`config.mk`:
```
export PLATFORM = sky130hd
export DESIGN_NAME = chti_top
export DESIGN_NICKNAME = d
export VERILOG_FILES = /design/src/rtl/chti_pkg.sv /design/src/rtl/chti_pace.sv /design/src/rtl/chti_cbuf.sv /design/src/rtl/chti_seq.sv /design/src/rtl/chti_top.sv
export SDC_FILE = /design/constraint.sdc
export NUM_CORES = 1
export LEC_CHECK = 0
export BUFFER_PORTS_ARGS = -buffer_cell sky130_fd_sc_hd__clkbuf_2
export CAP_MARGIN = 20
export CORE_AREA = 5 5 81 83
export CTS_CLUSTER_SIZE = 24
export DETAILED_ROUTE_END_ITERATION = 7
export DIE_AREA = 0 0 86 88
export PLACE_DENSITY_LB_ADDON = 0.1
export SYNTH_ARGS = -nofsm -noshare
export SYNTH_HDL_FRONTEND = slang
export SYNTH_SLANG_ARGS = --single-unit
```
`constraint.sdc`:
```
create_clock -name clk -period 3.6 [get_ports clk]
set_clock_uncertainty 0.15 [all_clocks]
set_input_delay 0 -clock clk [delete_from_list [all_inputs] [get_ports clk]]
set_output_delay 0 -clock clk [all_outputs]
set_load 0.1 [all_outputs]
```
`src/rtl/chti_pkg.sv`:
```
package chti_pkg;
  typedef enum logic [1:0] {
    ORD_NONE  = 2'd0,
    ORD_CTRL  = 2'd1,
    ORD_WRITE = 2'd2,
    ORD_READ  = 2'd3
  } ord_e;

  typedef enum logic [1:0] {
    RT_NORMAL = 2'd0,
    RT_FIRST  = 2'd1,
    RT_SECOND = 2'd2,
    RT_BOTH   = 2'd3
  } route_e;

  // control register bit positions
  localparam int RT_LO    = 6;
  localparam int RT_HI    = 7;
  localparam int FAST_B   = 8;
  localparam int DEVSRC_B = 9;
  localparam int ROLL_B   = 10;
  localparam int CMP_B    = 11;
  localparam int ENDSEL_B = 12;
  localparam int OP_LO    = 13;
  localparam int OP_HI    = 15;

  localparam logic [2:0] OP_COUNT = 3'b001;
endpackage

```
`src/rtl/chti_pace.sv`:
```
module chti_pace #(
  parameter int DIV = 625
) (
  input  logic clk,
  input  logic rst_n,
  input  logic need,
  input  logic fast,
  input  logic beat,
  output logic req
);
  localparam int CW = (DIV > 2) ? $clog2(DIV) : 1;

  logic [CW-1:0] cnt_q;
  logic          permit_q;
  logic          tick;

  assign tick = (cnt_q == CW'(DIV - 1));

  // divider restarts on every moved word
  always_ff @(posedge clk or negedge rst_n) begin
    if (!rst_n)             cnt_q <= '0;
    else if (beat || tick)  cnt_q <= '0;
    else                    cnt_q <= cnt_q + 1'b1;
  end

  always_ff @(posedge clk or negedge rst_n) begin
    if (!rst_n)              permit_q <= 1'b0;
    else if (!need || beat)  permit_q <= 1'b0;
    else if (tick)           permit_q <= 1'b1;
  end

  assign req = need && (fast || permit_q);
endmodule

```
`src/rtl/chti_cbuf.sv`:
```
module chti_cbuf #(
  parameter int DW = 16
) (
  input  logic          clk,
  input  logic          rst_n,
  input  logic          dw_valid,
  input  logic [DW-1:0] dw_data,
  input  logic          ld_en,
  input  logic [DW-1:0] ld_data,
  input  logic          inc_en,
  output logic [DW-1:0] cb_q,
  output logic          at_max
);
  always_ff @(posedge clk or negedge rst_n) begin
    if (!rst_n)        cb_q <= '0;
    else if (dw_valid) cb_q <= dw_data;
    else if (ld_en)    cb_q <= ld_data;
    else if (inc_en)   cb_q <= cb_q + 1'b1;
  end

  assign at_max = &cb_q;
endmodule

```
`src/rtl/chti_seq.sv`:
```
module chti_seq
  import chti_pkg::*;
(
  input  logic       clk,
  input  logic       rst_n,
  input  logic       ord_start,
  input  logic [1:0] ord_kind,
  input  logic       ctrl_beat,
  input  logic       term,
  input  logic       end_sel,
  output ord_e       kind_q,
  output logic       ctrl_idx,
  output logic       need,
  output logic       dev_end,
  output logic       clr_req
);
  logic halted_q, done_q;

  always_ff @(posedge clk or negedge rst_n) begin
    if (!rst_n) begin
      kind_q   <= ORD_NONE;
      ctrl_idx <= 1'b0;
      done_q   <= 1'b0;
      halted_q <= 1'b0;
      dev_end  <= 1'b0;
      clr_req  <= 1'b0;
    end else begin
      dev_end <= 1'b0;
      clr_req <= 1'b0;
      if (ord_start) begin
        kind_q   <= ord_e'(ord_kind);
        ctrl_idx <= 1'b0;
        done_q   <= 1'b0;
        halted_q <= 1'b0;
      end else begin
        if (ctrl_beat) begin
          ctrl_idx <= 1'b1;
          if (ctrl_idx) done_q <= 1'b1;
        end
        if (term) begin
          halted_q <= 1'b1;
          dev_end  <= !end_sel;
          clr_req  <= end_sel;
        end
      end
    end
  end

  assign need = (kind_q != ORD_NONE) && !halted_q && !done_q;
endmodule

```
`src/rtl/chti_top.sv`:
```
module chti_top
  import chti_pkg::*;
#(
  parameter int              DW        = 16,
  parameter int              CLK_HZ    = 125_000_000,
  parameter int              SR_HZ     = 200_000,
  parameter logic [DW-1:0]   WIRED_DEV = 16'h0007,
  localparam int             DIV       = CLK_HZ / SR_HZ
) (
  input  logic          clk,
  input  logic          rst_n,
  input  logic          dw_valid,
  input  logic [DW-1:0] dw_data,
  input  logic          ord_start,
  input  logic [1:0]    ord_kind,
  input  logic          in_valid,
  output logic          in_ready,
  input  logic [DW-1:0] in_data,
  output logic          out_valid,
  input  logic          out_ready,
  output logic [DW-1:0] out_data,
  output logic          srq,
  output logic [DW-1:0] dev_num,
  output logic          dev_end,
  output logic          clr_req
);
  // only the bits that carry meaning are stored
  logic [DW-1:RT_LO] ctl_q;
  logic [DW-1:0]     cb_q;
  ord_e              kind_q;
  logic              ctrl_idx, need, req, at_max;
  logic              beat_in, beat_out, beat;
  logic              wr_beat, ctrl_beat, data_beat;
  logic              op_cnt, cmp_on, inc_en, wr_load;
  logic              to_cb, to_ctl, ld_en, roll_hit, miss_hit, term;
  route_e            rt;

  assign rt     = route_e'(ctl_q[RT_HI:RT_LO]);
  assign op_cnt = (ctl_q[OP_HI:OP_LO] == OP_COUNT);
  assign cmp_on = ctl_q[CMP_B];

  assign in_ready  = req && !ord_start &&
                     ((kind_q == ORD_CTRL) || (kind_q == ORD_WRITE));
  assign out_valid = req && !ord_start && (kind_q == ORD_READ);
  assign srq       = req;

  assign beat_in   = in_valid && in_ready;
  assign beat_out  = out_valid && out_ready;
  assign beat      = beat_in || beat_out;
  assign wr_beat   = beat_in && (kind_q == ORD_WRITE);
  assign ctrl_beat = beat_in && (kind_q == ORD_CTRL);
  assign data_beat = wr_beat || beat_out;

  assign inc_en  = data_beat && op_cnt;
  assign wr_load = wr_beat && !op_cnt && !cmp_on;

  always_comb begin
    to_cb  = 1'b0;
    to_ctl = 1'b0;
    if (ctrl_beat) begin
      unique case (rt)
        RT_NORMAL: to_ctl = ctrl_idx;
        RT_FIRST:  to_cb  = !ctrl_idx;
        RT_SECOND: to_cb  = ctrl_idx;
        RT_BOTH:   to_cb  = 1'b1;
      endcase
    end
  end

  assign ld_en    = wr_load || to_cb;
  assign roll_hit = inc_en && at_max && ctl_q[ROLL_B];
  assign miss_hit = wr_beat && cmp_on && (in_data != cb_q);
  assign term     = roll_hit || miss_hit;

  always_ff @(posedge clk or negedge rst_n) begin
    if (!rst_n)      ctl_q <= '0;
    else if (to_ctl) ctl_q <= in_data[DW-1:RT_LO];
  end

  chti_cbuf #(.DW(DW)) u_cbuf (
    .clk(clk), .rst_n(rst_n),
    .dw_valid(dw_valid), .dw_data(dw_data),
    .ld_en(ld_en), .ld_data(in_data),
    .inc_en(inc_en), .cb_q(cb_q), .at_max(at_max)
  );

  chti_seq u_seq (
    .clk(clk), .rst_n(rst_n),
    .ord_start(ord_start), .ord_kind(ord_kind),
    .ctrl_beat(ctrl_beat), .term(term), .end_sel(ctl_q[ENDSEL_B]),
    .kind_q(kind_q), .ctrl_idx(ctrl_idx), .need(need),
    .dev_end(dev_end), .clr_req(clr_req)
  );

  chti_pace #(.DIV(DIV)) u_pace (
    .clk(clk), .rst_n(rst_n),
    .need(need), .fast(ctl_q[FAST_B]), .beat(beat), .req(req)
  );

  assign out_data = cb_q;
  assign dev_num  = ctl_q[DEVSRC_B] ? cb_q : WIRED_DEV;
endmodule

```
==> results by group <==
STA
  • Setup violators final: 0
  • Fin Setup TNS: 0 ps
  • Tightest Pin Transition: between 800 and 900 ps
  • Fmax: around 0.31 GHz
  • Final hold vios: 0
  • Slew margin rel.: between 40 and 50%
  • Max-slew violations: 0
  • RSZ-0062 raised after global routing: false
  • Hold Slack: 11.59 ps
  • Final worst-path cycle share: between 90% and 100%
  • Crit path time final: 3267 ps
  • Setup ws final: about 330 ps

Drt
  • Routed WL: 8.595 mm
  • Vias per cell: 5.705
  • DR iter-0 viols: 190
  • Wire per inst: between 15 and 20 µm
  • DRT Pass-1 Iters: 4
  • Antenna Nets Post-Route: 0
  • DRC viols: 0
  • Via count: 2864

Setup path
  • Crit. End Element: flop
  • Startpoint Class: flop
  • CP max stage cell: or4_1
  • CP delay by family, top: simple AND/OR/NAND/NOR gates
  • Worst path arrival time: 3310 ps
  • R2r setup slk: 330 ps
  • Critical path required time: around 3700 ps
  • Worst Path Buf+Inv: 2
  • CP max FO: 10
  • Critical Path Max Stage Delay: a little under 700 ps
  • RR Startpoint: u_seq.kind_q[0]
  • Critical Path, Cell by Cell: inv_1, ha_1, or3_4, or4_1, nand2_1, a31oi_1, dlygate4sd3_1
  • Path depth of the worst reg2reg path: 7
  • R2R Path End: u_cbuf.cb_q[9]
  • Critical path class: reg2reg

Clock tree
  • H-tree levels: 2
  • Clock Latency Late Sink: between 300 and 400 ps
  • CTS sink count: 44
  • Reg clk slew, reported paths: 90 ps
  • CTS Buffer Depth: 2
  • # resized after CTS: 0
  • Postcts setup bufs: 0
  • CTS Buf Count: 5
  • CTS tree: built
  • CTS root buffer: clkbuf_8

Synth
  • Area share of and/or/nand/nor cells after synthesis: 22.68%
  • Post-Syn Area: just under 3000 µm²
  • Yosys warns: 0
  • Compound-cell area share of the yosys netlist: 17.56%
  • Library cells used by synthesis: 57
  • Xor and xnor area share after synthesis: under 10%
  • Most instantiated cells after synthesis: dfrtp_1, nor2_1, xor2_1
  • Post-synth EDFFs: 0
  • Synthesized Nets: around 360
  • Synth Flop Type: dfrtp_1
  • Synth Area per Inst: ~9.2 µm²
  • Yosys top cell area share: a little under two fifths
  • Top-count cell post-synth: dfrtp_1
  • Post-Synthesis Cells: ~320
  • Post-synthesis adder-cell area fraction: under 10%
  • Largest area contributor in the netlist: dfrtp_1
  • Async S/R FF share, synth: 100.0%
  • Largest family of logic cells by synthesized area: simple AND/OR/NAND/NOR gates
  • Post-synthesis mux area share: about 3.8%
  • Area contributors post-synth: dfrtp_1, xor2_1, mux2_2
  • Post-synthesis sequential area ratio: about 38%
  • Yosys reg bits: between 40 and 50

Pwr
  • NetSw: around 0.6 mW
  • Part of the power in combinational logic: 31.1%
  • Internal: 0.9446 mW
  • Switching share of power: between 30% and 40%
  • Pleak: ~1.7 nW
  • Pwr/cell area: 401.5 nW/µm²
  • Worst IR drop on VDD: 0.2949 mV
  • Part of the power in registers: a little over two fifths
  • Clock network power share: between 20% and 30%

Floorplanning
  • Die X: roughly 86 µm
  • Row count: 28
  • DIE HEIGHT: around 88 µm
  • I/O pins: 77
  • Starting Density: between 50% and 60%
  • Die area: between 7000 and 8000 µm²
  • Core ar.: roughly 5800 µm²

Min path
  • Worst hold endpoint: u_cbuf.cb_q[12]
  • Worst Hold Class: in2reg
  • Worst Min Path Start: dw_data[12]
  • Worst Hold Depth: 5

Placement
  • Gp weighted congestion: between 0.9 and 1
  • Pre-CTS WS: between 800 and 900 ps
  • Half-perimeter wire length after placement: about 6 mm
  • Port buffer count: between 70 and 80

Global routing
  • Largest net degree at the start of global routing: 45
  • Total GRT Usage: between 20% and 30%
  • Number of global-route vias before repair: between 2000 and 3000
  • First-pass GRT wire length: about 14 mm
  • Initial antenna violation count: 0
  • Grt total ovfl: 0

Cells and area
  • ANT cells: 0
  • Final #Nets: between 400 and 500
  • Layout cells sized above 1: 25.29%
  • Area growth syn-to-layout: 31.11%

Run status
  • Status: complete, no violations

Job
  • Maxcap violations: 0
## layout by cell type, fill, tap and decap left out, drive strengths merged, types with 2 or more instances in the layout
cell type	count
a211o	5
a211oi	5
a21o	4
a21oi	7
a22oi	4
a2bb2oi	3
a31oi	8
a32oi	2
a41o	2
and2	14
and3	6
buf	5
clkbuf	82
clkinv	2
dfrtp	44
dlygate4sd3	38
ha	7
inv	12
mux2	9
nand2	16
nand2b	5
nand3	14
nand4	4
nor2	27
nor3	15
nor4	8
o211ai	5
o21ai	13
o31ai	2
o41ai	3
or3	3
or4	4
xnor2	11
xor2	21
## logic make-up after synthesis
| family | after synthesis |
|---|---|
| flops | 44 |
| simple gates | 123 |
| buf+inv | 30 |
| mux | 10 |
| fa+ha+maj | 7 |
| xor+xnor | 32 |
| compound gates | 71 |
## layer usage
layer | up-vias | track usage [%] | share of wire, %
li1 | 1365 | - | -
met1 | 1376 | 31.34 | 45
met2 | 108 | 37.35 | 46
met3 | 15 | 4.045 | 7.2
met4 | 0 | 7.626 | 1.7
met5 | - | 0 | 0
## worst max-delay path by stage
stage,startpoint,to,slack (ps),cells after the start
after floorplan,u_cbuf.cb_q[4],u_cbuf.cb_q[12],790,6
after global placement,u_seq.kind_q[0],u_cbuf.cb_q[15],960,7
after detailed placement,u_seq.kind_q[0],ctl_q[15],870,7
after CTS,u_seq.kind_q[0],u_cbuf.cb_q[9],410,7
after global routing,u_seq.kind_q[1],u_cbuf.cb_q[9],240,7
final,u_seq.kind_q[0],u_cbuf.cb_q[9],330,7
## tightest hold or removal path: stages
cell      delay [ps]
clkbuf_2          70
nand2b_1          90
o41ai_1           60
a31oi_1          130
a21o_1            90
## state kept, by name, indices dropped and copies added, names as in the netlist
register         count
u_seq.ctrl_idx       1
u_cbuf.cb_q         16
u_seq.done_q         1
u_seq.clr_req        1
u_pace.cnt_q        10
u_seq.kind_q         2
ctl_q               10
u_seq.dev_end        1
u_pace.permit_q      1
u_seq.halted_q       1
## power by group through the flow
stage	Combinational, mW	Clock, mW	Sequential [mW]
after global placement	0.432	0	0.647
after CTS	0.475	0.420	0.641
final	0.476	0.413	0.642
after detailed placement	0.437	0	0.649
after floorplan	0.201	0	0.773
after global routing	0.509	0.433	0.654
## layout make-up
class                   instances  area (µm²)
clock buffers                   6       82.58
clock inverters                 2       38.79
fillers                       492        1968
inverters                      13       48.80
multi-input cells             243        1649
flip-flops and latches         44        1101
well taps                      75       93.84
repair buffers                119       798.3
## metrics by stage
| step | util [%] | instance area [µm²] | total power [mW] | cells |
|---|---|---|---|---|
| after floorplan | - | 2908 | 0.9734 | 317 |
| after global placement | 57.27 | 3311 | 1.079 | 456 |
| final | 65.95 | 3812 | 1.531 | 502 |
| after detailed placement | 57.27 | 3311 | 1.086 | 456 |
| after global routing | 65.95 | 3812 | 1.596 | 502 |
| after CTS | 65.95 | 3812 | 1.535 | 502 |
## repair_timing
item                                    4_1_cts  5_1_grt
hold buffers                                 38        0
endpoints found under the setup margin        0        0
hold endpoints to repair                     73        0
Power figures use the tool's default switching activity.
